File: src/rtl/pair_osc_puf_pkg.sv
package pair_osc_puf_pkg;

  typedef enum logic [1:0] {
    ST_IDLE,
    ST_DECODE,
    ST_MEASURE,
    ST_COMPARE
  } ctl_state_e;

  typedef enum logic [1:0] {
    DP_IDLE,
    DP_COL,
    DP_ROW
  } dec_phase_e;

  function automatic int unsigned pair_count(int unsigned rows);
    return rows * (rows - 1) / 2;
  endfunction

endpackage

File: src/rtl/pair_osc_puf_decode.sv
module pair_osc_puf_decode
  import pair_osc_puf_pkg::*;
#(
  parameter int unsigned NUM_COLS = 40,
  parameter int unsigned NUM_ROWS = 40,
  parameter int unsigned CHAL_W   = 15,
  localparam int unsigned COL_W   = $clog2(NUM_COLS),
  localparam int unsigned ROW_W   = $clog2(NUM_ROWS)
) (
  input  logic              clk_i,
  input  logic              rst_ni,
  input  logic              load_i,
  input  logic [CHAL_W-1:0] index_i,
  output logic              fin_o,
  output logic [COL_W-1:0]  col_o,
  output logic [ROW_W-1:0]  row_a_o,
  output logic [ROW_W-1:0]  row_b_o
);

  localparam int unsigned PAIRS = pair_count(NUM_ROWS);
  localparam logic [CHAL_W-1:0] PAIRS_C = CHAL_W'(PAIRS);

  dec_phase_e        phase_q;
  logic [CHAL_W-1:0] rem_q;
  logic [COL_W-1:0]  col_q;
  logic [ROW_W-1:0]  ra_q, rb_q;
  logic              fin_q;
  logic [CHAL_W-1:0] row_span;

  // pairs left that start at the current lower row
  assign row_span = CHAL_W'(NUM_ROWS - 1) - CHAL_W'(ra_q);

  always_ff @(posedge clk_i or negedge rst_ni) begin
    if (!rst_ni) begin
      phase_q <= DP_IDLE;
      rem_q   <= '0;
      col_q   <= '0;
      ra_q    <= '0;
      rb_q    <= '0;
      fin_q   <= 1'b0;
    end else begin
      fin_q <= 1'b0;
      unique case (phase_q)
        DP_IDLE: begin
          if (load_i) begin
            rem_q   <= index_i;
            col_q   <= '0;
            ra_q    <= '0;
            rb_q    <= '0;
            phase_q <= DP_COL;
          end
        end
        DP_COL: begin
          if (rem_q >= PAIRS_C) begin
            rem_q <= rem_q - PAIRS_C;
            col_q <= col_q + COL_W'(1);
          end else begin
            phase_q <= DP_ROW;
          end
        end
        DP_ROW: begin
          if (rem_q >= row_span) begin
            rem_q <= rem_q - row_span;
            ra_q  <= ra_q + ROW_W'(1);
          end else begin
            rb_q    <= ra_q + ROW_W'(1) + ROW_W'(rem_q);
            fin_q   <= 1'b1;
            phase_q <= DP_IDLE;
          end
        end
        default: phase_q <= DP_IDLE;
      endcase
    end
  end

  assign fin_o   = fin_q;
  assign col_o   = col_q;
  assign row_a_o = ra_q;
  assign row_b_o = rb_q;

endmodule

File: src/rtl/pair_osc_puf_counter.sv
module pair_osc_puf_counter #(
  parameter int unsigned CNT_W       = 16,
  parameter int unsigned SYNC_STAGES = 2
) (
  input  logic             clk_i,
  input  logic             rst_ni,
  input  logic             osc_i,
  input  logic             en_i,
  input  logic             clr_i,
  output logic [CNT_W-1:0] cnt_o
);

  localparam int unsigned PIPE_W = SYNC_STAGES + 1;

  logic [PIPE_W-1:0] pipe_q;
  logic [CNT_W-1:0]  cnt_q;
  logic              rise;

  always_ff @(posedge clk_i or negedge rst_ni) begin
    if (!rst_ni) pipe_q <= '0;
    else         pipe_q <= {pipe_q[PIPE_W-2:0], osc_i};
  end

  assign rise = pipe_q[PIPE_W-2] & ~pipe_q[PIPE_W-1];

  always_ff @(posedge clk_i or negedge rst_ni) begin
    if (!rst_ni) begin
      cnt_q <= '0;
    end else if (clr_i) begin
      cnt_q <= '0;
    end else if (en_i && rise && (cnt_q != '1)) begin
      cnt_q <= cnt_q + CNT_W'(1);
    end
  end

  assign cnt_o = cnt_q;

endmodule

File: src/rtl/pair_osc_puf.sv
module pair_osc_puf
  import pair_osc_puf_pkg::*;
#(
  parameter int unsigned NUM_COLS = 40,
  parameter int unsigned NUM_ROWS = 40,
  parameter int unsigned CHAL_W   = 15,
  parameter int unsigned WIN_W    = 16,
  parameter int unsigned CNT_W    = 16,
  localparam int unsigned COL_W   = $clog2(NUM_COLS),
  localparam int unsigned ROW_W   = $clog2(NUM_ROWS)
) (
  input  logic              clk_i,
  input  logic              rst_ni,
  input  logic              start_i,
  input  logic [CHAL_W-1:0] challenge_i,
  input  logic [WIN_W-1:0]  window_i,
  input  logic              osc_a_i,
  input  logic              osc_b_i,
  output logic [COL_W-1:0]  col_o,
  output logic [ROW_W-1:0]  row_a_o,
  output logic [ROW_W-1:0]  row_b_o,
  output logic              resp_o,
  output logic              done_o,
  output logic              err_o
);

  localparam int unsigned TOTAL = NUM_COLS * pair_count(NUM_ROWS);
  localparam logic [CHAL_W:0] TOTAL_C = (CHAL_W + 1)'(TOTAL);

  ctl_state_e       state_q;
  logic [WIN_W-1:0] win_q, timer_q;
  logic             done_q, err_q, resp_q;
  logic             chal_ok, accept, dec_fin, cnt_clr, cnt_en, busy;
  logic [1:0]       osc_in;
  logic [CNT_W-1:0] cnt_q [2];

  assign chal_ok = {1'b0, challenge_i} < TOTAL_C;
  assign accept  = (state_q == ST_IDLE) && start_i && chal_ok;
  assign cnt_clr = (state_q == ST_DECODE) && dec_fin;
  assign cnt_en  = (state_q == ST_MEASURE);
  assign busy    = (state_q != ST_IDLE);
  assign osc_in  = {osc_b_i, osc_a_i};

  pair_osc_puf_decode #(
    .NUM_COLS (NUM_COLS),
    .NUM_ROWS (NUM_ROWS),
    .CHAL_W   (CHAL_W)
  ) u_decode (
    .clk_i   (clk_i),
    .rst_ni  (rst_ni),
    .load_i  (accept),
    .index_i (challenge_i),
    .fin_o   (dec_fin),
    .col_o   (col_o),
    .row_a_o (row_a_o),
    .row_b_o (row_b_o)
  );

  for (genvar g = 0; g < 2; g++) begin : g_cnt
    pair_osc_puf_counter #(
      .CNT_W       (CNT_W),
      .SYNC_STAGES (2)
    ) u_cnt (
      .clk_i  (clk_i),
      .rst_ni (rst_ni),
      .osc_i  (osc_in[g]),
      .en_i   (cnt_en),
      .clr_i  (cnt_clr),
      .cnt_o  (cnt_q[g])
    );
  end

  always_ff @(posedge clk_i or negedge rst_ni) begin
    if (!rst_ni) begin
      state_q <= ST_IDLE;
      win_q   <= WIN_W'(1);
      timer_q <= '0;
      done_q  <= 1'b0;
      err_q   <= 1'b0;
      resp_q  <= 1'b0;
    end else begin
      done_q <= 1'b0;
      err_q  <= 1'b0;
      unique case (state_q)
        ST_IDLE: begin
          if (start_i) begin
            if (chal_ok) begin
              state_q <= ST_DECODE;
              win_q   <= (window_i == '0) ? WIN_W'(1) : window_i;
            end else begin
              err_q <= 1'b1;
            end
          end
        end
        ST_DECODE: begin
          if (dec_fin) begin
            state_q <= ST_MEASURE;
            timer_q <= '0;
          end
        end
        ST_MEASURE: begin
          if (timer_q == win_q - WIN_W'(1)) state_q <= ST_COMPARE;
          else                              timer_q <= timer_q + WIN_W'(1);
        end
        ST_COMPARE: begin
          resp_q  <= (cnt_q[0] >= cnt_q[1]);
          done_q  <= 1'b1;
          state_q <= ST_IDLE;
        end
        default: state_q <= ST_IDLE;
      endcase
    end
  end

  assign resp_o = resp_q;
  assign done_o = done_q;
  assign err_o  = err_q;

endmodule

File: config.mk
export PLATFORM = sky130hd
export DESIGN_NAME = pair_osc_puf
export DESIGN_NICKNAME = d
export VERILOG_FILES = /design/src/rtl/pair_osc_puf_pkg.sv /design/src/rtl/pair_osc_puf_decode.sv /design/src/rtl/pair_osc_puf_counter.sv /design/src/rtl/pair_osc_puf.sv
export SDC_FILE = /design/constraint.sdc
export NUM_CORES = 1
export LEC_CHECK = 0
export ABC_AREA = 1
export BUFFER_PORTS_ARGS = -buffer_cell sky130_fd_sc_hd__buf_2
export CORE_MARGIN = 2
export CORE_UTILIZATION = 30
export DETAILED_ROUTE_END_ITERATION = 8
export GPL_TIMING_DRIVEN = 0
export MAX_ROUTING_LAYER = met4
export SLEW_MARGIN = 20
export SYNTH_ARGS = -nofsm -noshare
export SYNTH_HDL_FRONTEND = slang
export SYNTH_SLANG_ARGS = --single-unit
File: constraint.sdc
create_clock -name clk_i -period 8.6 [get_ports clk_i]
set_input_delay 0.43 -clock clk_i [delete_from_list [all_inputs] [get_ports clk_i]]
set_output_delay 0.43 -clock clk_i [all_outputs]
set_load 0.05 [all_outputs]
==> metrics, run 1 <==
pwr/cell area=301 mW/mm²; drt drc=0; critical path arrival=3.74 ns; global-route wire length before repair=37300 µm; initial core utilization=30.6%; post-synthesis sequential area ratio=33.6%; Ys Warns=0; synthesized area=0.00827 mm²; number of global-route vias before repair=7523; largest net degree at the start of global routing=67; Tcrit/Tclk final=40.4%; average wire per standard cell=13.8 µm; drt pass-1 iters=5; ys flop type=dfrtp_1; Die Width=170 µm; Final Core Density=34.4%; PostCTS Resize Cnt=0; Die H=170 µm; Fin. Hold Viols=0; Place WS=5.08 ns; final worst setup slack=5.12 ns; Total GRT Usage=16.4%; part of the power in the clock network=15.4%; RePlAce Congestion=0.905; M1 WL=10700 µm; WP data required=8.87 ns; Synth cell types=44; Skew-Pair Late Insertion Delay=0.36 ns; Comb pwr share=55.8%; CORE AREA=0.0270 mm²; hold_buf cts=0; max_slew headroom=42.9%; leakage power=4.45 nW; share of cells above drive strength 1=9.84%; sequential share of power=28.8%; crit path launch=u_decode.row_a_o[3]$_DFFE_PN0P_; Hold Path Class=primary input to asynchronous set/reset pin; filler instances=2935; Int Pwr=1.37 mW; Initial DRC Count=525; routed wire length=22000 µm; FP Rows=60; RSZ-0062 raised after global routing=false; Net Sw Frac=51.1%; PortBufs=56; met2 WL=10100 µm; Syn Area/Cell=7.02 µm²; outcome=completed; Root Buffer=clkbuf_16; Setup CP Type=register to register; net count after synthesis=1270; r2r setup slk=5.12 ns; # Post-CTS Setup Buffers=0; Worst VDD drop=0.161 mV; routed length on met3=771 µm; CP Launch Type=register; Setup Skew=0.00835 ns; Post-synth EDFFs=0; P&R area growth vs syn=12.5%; detailed placement HPWL=16900 µm; max frequency=288 MHz; vias per std cell=4.91; Routed Antenna Nets=0; Setup crit end kind=register; Final setup viols=0; maxcap violations=0; post-synthesis register bit count=111; die area=0.0289 mm²; Antenna Cells=0; WHS=0.0662 ns; number of CTS-inserted buffers=9; CTS clk-pin slew, worst paths=0.09 ns; GRT overflow=0; cells after synthesis=1177; Sw Pwr=1.43 mW; Clock Sink Count=111; min Tclk post-route=3.48 ns; setup tns final=0 ns; Power Total=2.80 mW; uppermost layer routed=met4; # IOs=57; initial antenna violation count=0; clock buffer depth=2; TritonCTS clock tree=done; crit-path max FO=10; area of the multi-input gates=0.00485 mm²; max-slew violations=0; via count=7819; Post-synth ARST share=100%; H-tree Lvls=3; Register Area=0.00278 mm²; Slew @ Worst Pin=0.851 ns; Layout Nets=1338; Reg-to-Reg Start=u_decode.row_a_o[3]$_DFFE_PN0P_
[logic make-up (layout without fill, tap and decap cells)]
| family | count (synthesis) | count (layout) | synth area share [%] |
|---|---|---|---|
| buffers and inverters | 162 | 235 | 7.64 |
| flip-flops | 111 | 111 | 33.6 |
| AND/OR/NAND/NOR | 629 | 629 | 34.0 |
| adder cells (fa/ha/maj) | 57 | 57 | 8.81 |
| XOR/XNOR | 43 | 43 | 4.56 |
| AO/OA/AOI/OAI | 175 | 175 | 11.4 |
[worst max-delay path: stages (launching register included)]
cell     delay, ns
dfrtp_1       0.46
o21ai_1       0.71
ha_1          0.42
a21oi_1       0.19
o21ai_0       0.14
a31oi_1       0.20
nand3_1       0.28
a21oi_1       0.50
nand2_1       0.29
nand2_1       0.13
nand2_1       0.05
[cell type report]
cell class	count	share of cell area, %
multi-input cells	904	52.2
flip-flops and latches	111	29.9
inverters	134	5.41
well taps	341	4.59
repair buffers	57	3.38
clock buffers	9	2.42
plain buffers	28	1.39
clock inverters	7	0.686
[Yosys cell counts (12+ instances only)]
| cell type | count | area (µm²) |
|---|---|---|
| a21oi_1 | 59 | 295 |
| nand2_2 | 13 | 81.3 |
| nand4_1 | 38 | 238 |
| clkbuf_1 | 19 | 71.3 |
| nor2_1 | 112 | 420 |
| nor3_1 | 26 | 130 |
| nand3b_1 | 12 | 90.1 |
| o21ai_0 | 87 | 435 |
| nand2_1 | 307 | 1150 |
| ha_1 | 55 | 688 |
| nand3_1 | 87 | 435 |
| dfrtp_1 | 110 | 2750 |
| inv_1 | 130 | 488 |
| xnor2_1 | 12 | 105 |
| xor2_1 | 31 | 272 |
[power by group through the flow]
stage,sequential (mW),clock (mW),combinational [mW]
2_1_floorplan,0.839,0,1.12
3_3_place_gp,0.815,0,1.54
3_5_place_dp,0.813,0,1.56
4_1_cts,0.805,0.445,1.57
5_1_grt,0.827,0.464,1.80
6_report,0.805,0.432,1.56
[placed cells by master (no fill, tap or decap), types with 26 or more instances in the layout]
master   synthesis  routed
a21oi_1         59      59
buf_2            5      60
dfrtp_1        110     110
ha_1            55      55
inv_1          130     130
nand2_1        307     307
nand3_1         87      87
nand4_1         38      38
nor2_1         112     112
nor3_1          26      26
o21ai_0         87      86
xor2_1          31      31
[registers in the layout, summed over array words and instances (netlist names), 2 cells and up]
| signal | count |
|---|---|
| g_cnt.u_cnt.cnt_o | 32 |
| timer_q | 16 |
| win_q | 16 |
| u_decode.rem_q | 15 |
| g_cnt.u_cnt.pipe_q | 6 |
| u_decode.col_o | 6 |
| u_decode.row_a_o | 6 |
| u_decode.row_b_o | 6 |
| state_q | 2 |
| u_decode.phase_q | 2 |
[through the flow]
step,area [µm²],instances
after CTS,9300,1591
after global routing,9300,1591
final,9300,1591
after global placement,8970,1574
after floorplan,8270,1177
after detailed placement,9010,1575
[path summary, 6_finish.rpt]
path / end / depth (start not counted)
setup / recovery: u_decode.row_b_o[4]$_DFFE_PN0P_ / 10
max in group asynchronous: u_decode.col_o[5]$_DFFE_PN0P_ / 2
min in group clk_i: g_cnt[1].u_cnt.pipe_q[0]$_DFF_PN0_ / 1
hold reg to reg: g_cnt[0].u_cnt.pipe_q[1]$_DFF_PN0_ / 0
setup reg to reg: u_decode.row_b_o[4]$_DFFE_PN0P_ / 10
hold / removal: win_q[13]$_DFFE_PN0P_ / 1
[layer usage]
layer  vias up  track usage, %
met2       137            26.7
met5         -               -
li1       4016               -
met3        26            2.51
met1      3640            21.4
met4         0            4.05
No activity file was read; power rests on OpenSTA's default activity.
==> run 2: changes to the inputs <==
--- a/config.mk
+++ b/config.mk
@@ -5,7 +5,7 @@
 export SDC_FILE = /design/constraint.sdc
 export NUM_CORES = 1
 export LEC_CHECK = 0
-export ABC_AREA = 1
+export ABC_AREA = 0
 export BUFFER_PORTS_ARGS = -buffer_cell sky130_fd_sc_hd__buf_2
 export CORE_MARGIN = 2
 export CORE_UTILIZATION = 30
==> constraint.sdc (replaced) <==
create_clock -name clk_i -period 3.6 [get_ports clk_i]
set_input_delay 0.18 -clock clk_i [delete_from_list [all_inputs] [get_ports clk_i]]
set_output_delay 0.18 -clock clk_i [all_outputs]
set_load 0.05 [all_outputs]
==> run 2 against run 1 <==
  * Global-route usage down 1.1 points
  * Flip-flop and latch count did not move
  * Cell count decreased by 21%
  * First-iteration DRC count fell by 36%
  * Synthesized cell count is 28% lower
  * Sequential share of layout area rose by 2.2 points
  * Clock power is 130% higher
==> metrics, run 2 <==
Worst path max stage delay=0.52 ns (was 0.71 ns); crit path cell chain=inv_1, ha_1, xnor2_1, ha_1, a21o_1, or4_1, a31oi_2, o21ai_1, a31oi_1, o21a_1, mux2i_1 (was o21ai_1, ha_1, a21oi_1, o21ai_0, a31oi_1, nand3_1, a21oi_1, nand2_1, nand2_1, nand2_1); crit path buf inv count=1 (was 0); pwr/cell area=797 mW/mm² (was 301 mW/mm²); Antenna Cells=0 (unchanged); Total GRT Usage=15.3% (was 16.4%); FP Rows=58 (was 60); Comb pwr share=56.8% (was 55.8%); CP top delay family=compound AO/OA/AOI/OAI gates (unchanged); filler instances=2616 (was 2935); via count=6367 (was 7819); Synth cell types=70 (was 44); max frequency=299 MHz (was 288 MHz); Die Width=163 µm (was 170 µm); Skew-Pair Late Insertion Delay=0.37 ns (was 0.36 ns); outcome=completed (unchanged); Tcrit/Tclk final=92.8% (was 40.4%); final worst setup slack=0.261 ns (was 5.12 ns); Slew @ Worst Pin=0.846 ns (was 0.851 ns); Inst Count DP=1234 (was 1575); sequential share of power=28.5% (was 28.8%); global-route wire length before repair=31600 µm (was 37300 µm); max_slew headroom=43.1% (was 42.9%); min Tclk post-route=3.34 ns (was 3.48 ns); largest net degree at the start of global routing=66 (was 67); GRT overflow=0 (unchanged); synth top area cells=dfrtp_1, ha_1, xnor2_1, nor2_1, nand2_1 (was dfrtp_1, nand2_1, ha_1, inv_1, nand3_1); average wire per standard cell=15.2 µm (was 13.8 µm); Register Area=0.00278 mm² (unchanged); Setup Skew=0.0109 ns (was 0.00835 ns); Int Pwr=3.61 mW (was 1.37 mW); Reg-to-Reg Start=u_decode.row_a_o[3]$_DFFE_PN0P_ (unchanged); PortBufs=56 (unchanged); maxcap violations=0 (unchanged); Ys Warns=0 (unchanged); CTS clk-pin slew, worst paths=0.08 ns (was 0.09 ns); net count after synthesis=940 (was 1270); Net Sw Frac=47.6% (was 51.1%); Setup CP Type=register to register (unchanged); routed wire length=19100 µm (was 22000 µm); RSZ-0062 raised after global routing=false (unchanged); Post-synth ARST share=100% (unchanged); Layout Nets=1011 (was 1338); R2R depth=11 (was 10); count leader, synth=dfrtp_1 (was nand2_1); number of global-route vias before repair=6214 (was 7523); Post-synth top cells=dfrtp_1, nor2_1, nand2_1 (was nand2_1, inv_1, nor2_1); H-tree Lvls=3 (unchanged); max reg flops=32 (unchanged); initial antenna violation count=0 (unchanged); max-slew violations=0 (unchanged); Power Total=6.89 mW (was 2.80 mW); Worst R2R End=u_decode.phase_q[0]$_DFFE_PN0P_ (was u_decode.row_b_o[4]$_DFFE_PN0P_); Initial DRC Count=334 (was 525); commonest non-fill, non-tap cells in the layout=dfrtp_1, nor2_1, nand2_1 (was nand2_1, inv_1, nor2_1); part of the power in the clock network=14.7% (was 15.4%); cells after synthesis=847 (was 1177); top cell type's share of synthesized area=36.4% (was 33.3%); P&R area growth vs syn=14.5% (was 12.5%); Clock Sink Count=111 (unchanged); drt pass-1 iters=5 (unchanged); Die H=163 µm (was 170 µm); r2r setup slk=0.26 ns (was 5.12 ns); critical path arrival=3.63 ns (was 3.74 ns); leakage power=3.80 nW (was 4.45 nW); commonest non-fill, non-tap cell in the layout=dfrtp_1 (was nand2_1); CP Launch Type=register (unchanged); initial core utilization=30.3% (was 30.6%); number of CTS-inserted buffers=9 (unchanged); Finished Cell Area=0.00865 mm² (was 0.00930 mm²); # Post-CTS Setup Buffers=0 (unchanged); Final setup viols=0 (unchanged); WP depth=11 (was 10); share of cells above drive strength 1=11.8% (was 9.84%); CP max-delay cell=dfrtp_1 (was o21ai_1); Place WS=-0.818 ns (was 5.08 ns); Worst VDD drop=0.472 mV (was 0.161 mV); clock buffer depth=2 (unchanged); vias per std cell=5.08 (was 4.91); RePlAce Congestion=0.879 (was 0.905); fin cells=1253 (was 1591); Sw Pwr=3.28 mW (was 1.43 mW); Post-synth EDFFs=0 (unchanged); crit-path max FO=7 (was 10); ys flop type=dfrtp_1 (unchanged); die area=0.0265 mm² (was 0.0289 mm²); post-synthesis sequential area ratio=36.8% (was 33.6%); Hold Path Class=primary input to register (was primary input to asynchronous set/reset pin); Area after DPL=0.00828 mm² (was 0.00901 mm²); Setup crit end kind=register (unchanged); # IOs=57 (unchanged); CORE AREA=0.0250 mm² (was 0.0270 mm²); Fin. Hold Viols=0 (unchanged); detailed placement HPWL=14300 µm (was 16900 µm); Routed Antenna Nets=0 (unchanged); Yosys top cell by area=dfrtp_1 (unchanged); post-synthesis register bit count=111 (unchanged); setup tns final=0 ns (unchanged); crit path launch=u_decode.row_a_o[3]$_DFFE_PN0P_ (unchanged); synthesized area=0.00755 mm² (was 0.00827 mm²); area of the multi-input gates=0.00452 mm² (was 0.00485 mm²); TritonCTS clock tree=done (unchanged); worst setup path endpoint=u_decode.phase_q[0]$_DFFE_PN0P_ (was u_decode.row_b_o[4]$_DFFE_PN0P_); most used cell, CP=ha_1 (was nand2_1); Syn Area/Cell=8.92 µm² (was 7.02 µm²); drt drc=0 (unchanged); WP data required=3.89 ns (was 8.87 ns); Root Buffer=clkbuf_16 (unchanged)
[run 2: cell types whose count changed after synthesis, sizes merged, moves of 9 or more]
cell and change:
a21o +13, a21oi -25, and3 +11, inv -86
mux2 +16, nand2 -247, nand2b +11, nand3 -54
nand3b -11, nand4 -20, nor2 -32, o21ai -37
or3 +9, xnor2 +54
[run 2: logic make-up (layout without fill, tap and decap cells)]
| group | count (synthesis) | count (layout) | synth area share (%) |
|---|---|---|---|
| buffers and inverters | 76 | 152 | 3.98 |
| and+or+nand+nor | 317 | 317 | 20.5 |
| muxes | 22 | 22 | 3.18 |
| AOI/OAI and AO/OA | 171 | 171 | 15.1 |
| adders and majority gates | 57 | 57 | 9.64 |
| xor gates and xnor gates | 93 | 93 | 10.8 |
| DFF | 111 | 111 | 36.8 |
[run 2: routing by layer]
layer | wire (µm) | vias up | global-route usage (%)
met4 | 382 | 0 | 4.67
met1 | 9060 | 3065 | 19.9
met5 | 0 | - | -
met2 | 8940 | 131 | 24.8
li1 | - | 3148 | -
met3 | 706 | 23 | 2.24
[run 2: final cells by class]
cell class,count,area share [%]
Buffer,28,1.42
Tap cell,330,4.77
Multi-Input combinational cell,660,52.3
Timing Repair Buffer,60,3.98
Clock buffer,10,2.76
Inverter,48,2.08
Clock inverter,6,0.564
Sequential cell,111,32.1
[run 2: worst min-delay path by stage]
stage	startpoint	to	slack, ns	cells past startpoint
6_report	window_i[1]	win_q[1]$_DFFE_PN0P_	0.06	3
4_1_cts	window_i[1]	win_q[1]$_DFFE_PN0P_	0.05	3
3_5_place_dp	rst_ni	g_cnt[1].u_cnt.cnt_o[12]$_DFFE_PN0P_	0.15	1
2_1_floorplan	rst_ni	done_o$_DFF_PN0_	-0.12	0
5_1_grt	window_i[1]	win_q[1]$_DFFE_PN0P_	0.06	3
3_3_place_gp	osc_b_i	g_cnt[1].u_cnt.pipe_q[0]$_DFF_PN0_	0.29	1
[run 2: worst reg2reg max path: cells and delay by family, from the launching register on]
kind                       cells  cell delay, ns
AOI/OAI and AO/OA              5            1.31
adders and majority gates      2            0.46
DFF                            1            0.52
muxes                          1            0.18
and+or+nand+nor                1            0.51
xor gates and xnor gates       1            0.15
buffers and inverters          1            0.14
[run 2: power by group through the flow]
stage	sequential [mW]	clock (mW)	combinational (mW)
floorplan	2.05	0	2.77
global placement	1.98	0	3.78
detailed placement	1.99	0	3.83
CTS	1.97	1.05	3.88
global route	2.02	1.09	4.35
finish	1.97	1.01	3.91
[run 2: stage by stage]
step / hold WS [ns] / utilization [%]
after floorplan: -0.116 / -
after global placement: 0.290 / 33.0
after detailed placement: 0.154 / 33.2
after CTS: 0.0531 / 34.5
after global routing: 0.0617 / 34.6
final: 0.0588 / 34.6
[run 2: what timing repair did]
| action | 4_1_cts | 5_1_grt |
|---|---|---|
| endpoints found under the setup margin | 29 | 15 |
| endpoints found under the hold margin | 47 | 0 |
| gates resized for setup | 7 | 5 |
| cloned | 0 | 0 |
| hold buffers | 3 | 0 |
==> run 3: changes to the inputs <==
==> constraint.sdc (replaced) <==
create_clock -name clk_i -period 3.52 [get_ports clk_i]
set_input_delay 0.176 -clock clk_i [delete_from_list [all_inputs] [get_ports clk_i]]
set_output_delay 0.176 -clock clk_i [all_outputs]
set_load 0.05 [all_outputs]
==> run 3 against run 2 <==
  * Design area about the same
  * Largest cell class unchanged
  * Maximum frequency increased by 2.1%
  * Routed wire length about the same
  * Critical path type unchanged
  * Sequential share of layout area about the same
  * First-iteration DRC count unchanged
  * Highest routed layer unchanged
  * Worst hold slack got worse by 0.0041 ns
  * Register-to-register slack about the same
  * Sequential power increased by 2%
  * Cell count unchanged
==> metrics, run 3 (synthesis results as in run 2) <==
outcome=completed (unchanged); max frequency=306 MHz (was 299 MHz); Slew @ Worst Pin=0.846 ns (about the same); routed wire length=19100 µm (about the same); H-tree Lvls=3 (unchanged); WP data required=3.81 ns (was 3.89 ns); met2 WL=8940 µm (about the same); leakage power=3.80 nW (about the same); P&R area growth vs syn=14.5% (about the same); vias per std cell=5.07 (was 5.08); number of CTS-inserted buffers=9 (unchanged); M1 WL=9090 µm (was 9060 µm); uppermost layer routed=met4 (unchanged); # IOs=57 (unchanged); Tcrit/Tclk final=92.9% (was 92.8%); Skew-Pair Late Insertion Delay=0.37 ns (about the same); CP Launch Type=register (unchanged); number of global-route vias before repair=6212 (was 6214); global-route wire length before repair=31600 µm (about the same); RSZ-0062 raised after global routing=false (unchanged); Die H=163 µm (unchanged); max-slew violations=0 (unchanged); commonest non-fill, non-tap cell in the layout=dfrtp_1 (unchanged); r2r setup slk=0.25 ns (was 0.26 ns); # Post-CTS Setup Buffers=0 (unchanged); Total GRT Usage=15.3% (about the same); CORE AREA=0.0250 mm² (unchanged); die area=0.0265 mm² (unchanged); initial antenna violation count=0 (unchanged); Worst VDD drop=0.482 mV (was 0.472 mV); Root Buffer=clkbuf_16 (unchanged); setup tns final=0 ns (unchanged); pwr/cell area=815 mW/mm² (was 797 mW/mm²); average wire per standard cell=15.2 µm (about the same); detailed placement HPWL=14300 µm (unchanged); Antenna Cells=0 (unchanged); PortBufs=56 (unchanged); area of the multi-input gates=0.00452 mm² (unchanged); Routed Antenna Nets=0 (unchanged); Initial DRC Count=334 (unchanged); Setup CP Type=register to register (unchanged); Layout Nets=1011 (unchanged); R2R depth=9 (was 11); Die Width=163 µm (unchanged); Area after DPL=0.00828 mm² (unchanged); Clock Sink Count=111 (unchanged); drt pass-1 iters=5 (unchanged); filler instances=2616 (unchanged); worst setup path endpoint=u_decode.phase_q[0]$_DFFE_PN0P_ (unchanged); TritonCTS clock tree=done (unchanged); FP Rows=58 (unchanged); largest net degree at the start of global routing=66 (unchanged); crit-path max FO=10 (was 7); Setup Skew=0.0109 ns (about the same); Power Total=7.05 mW (was 6.89 mW); routed length on met3=666 µm (was 706 µm); critical path arrival=3.56 ns (was 3.63 ns); max reg flops=32 (unchanged); max_slew headroom=43.1% (about the same); drt drc=0 (unchanged); CTS clk-pin slew, worst paths=0.08 ns (about the same); share of cells above drive strength 1=11.9% (was 11.8%); RePlAce Congestion=0.879 (unchanged); clock buffer depth=2 (unchanged); Final setup viols=0 (unchanged); Hold Path Class=primary input to register (unchanged); crit path launch=u_decode.row_a_o[3]$_DFFE_PN0P_ (unchanged); maxcap violations=0 (unchanged); Worst R2R End=u_decode.phase_q[0]$_DFFE_PN0P_ (unchanged); Register Area=0.00278 mm² (about the same); min Tclk post-route=3.27 ns (was 3.34 ns); Finished Cell Area=0.00865 mm² (about the same); Setup crit end kind=register (unchanged); initial core utilization=30.3% (unchanged); commonest non-fill, non-tap cells in the layout=dfrtp_1, nor2_1, nand2_1 (unchanged); GRT overflow=0 (unchanged); Fin. Hold Viols=0 (unchanged); Reg-to-Reg Start=u_decode.row_a_o[3]$_DFFE_PN0P_ (unchanged); via count=6355 (was 6367)
-- run 3: cell types whose count changed in the layout (fill, tap and decap cells not counted) --
cell and delta:
dfrtp_2 +1, dfrtp_1 -1
-- run 3: repair_timing --
item | in CTS | in global routing
hold endpoints to repair | 47 | 0
hold buffers | 3 | 0
gates resized for setup | 8 | 5
endpoints found under the setup margin | 29 | 25
-- run 3: worst min path at each step --
stage,from,to,slack (ns),cells after the start
CTS,window_i[1],win_q[1]$_DFFE_PN0P_,0.05,3
floorplan,rst_ni,done_o$_DFF_PN0_,-0.12,0
global route,window_i[1],win_q[1]$_DFFE_PN0P_,0.06,3
detailed placement,rst_ni,g_cnt[1].u_cnt.cnt_o[12]$_DFFE_PN0P_,0.15,1
finish,window_i[1],win_q[1]$_DFFE_PN0P_,0.05,3
global placement,osc_b_i,g_cnt[1].u_cnt.pipe_q[0]$_DFF_PN0_,0.29,1
-- run 3: per-layer routing --
metal / track usage, % / vias to the layer above
met5: - / -
met3: 2.24 / 23
met4: 4.67 / 0
met1: 19.8 / 3062
met2: 24.8 / 121
li1: - / 3149
-- run 3: power breakdown --
group	switching (mW)	internal [mW]	leakage [nW]
Combinational	2.43	1.57	2.21
Clock	0.523	0.512	0.144
Sequential	0.400	1.61	1.45
-- run 3: through the flow --
stage,worst slack [ns],hold slack [ns],instances,util [%]
floorplan,0.0219,-0.120,847,-
global placement,-0.830,0.286,1233,33.0
detailed placement,-0.898,0.150,1234,33.2
CTS,0.128,0.0491,1253,34.6
global route,0.0474,0.0577,1253,34.7
finish,0.249,0.0546,1253,34.7
-- run 3: critical path: stages, from the launching register on --
cell and delay, ns:
dfrtp_2 0.48, o21ai_4 0.37, ha_1 0.33, a21o_1 0.20
or4_1 0.51, a31oi_2 0.38, o21ai_1 0.26, a31oi_1 0.31
o21a_1 0.18, mux2i_1 0.18
-- run 3: final cells by class --
cell class | count | share of cell area, %
clock inverters | 6 | 0.564
multi-input cells | 660 | 52.3
repair buffers | 60 | 3.98
clock buffers | 10 | 2.76
flip-flops and latches | 111 | 32.1
plain buffers | 28 | 1.42
well taps | 330 | 4.77
inverters | 48 | 2.08
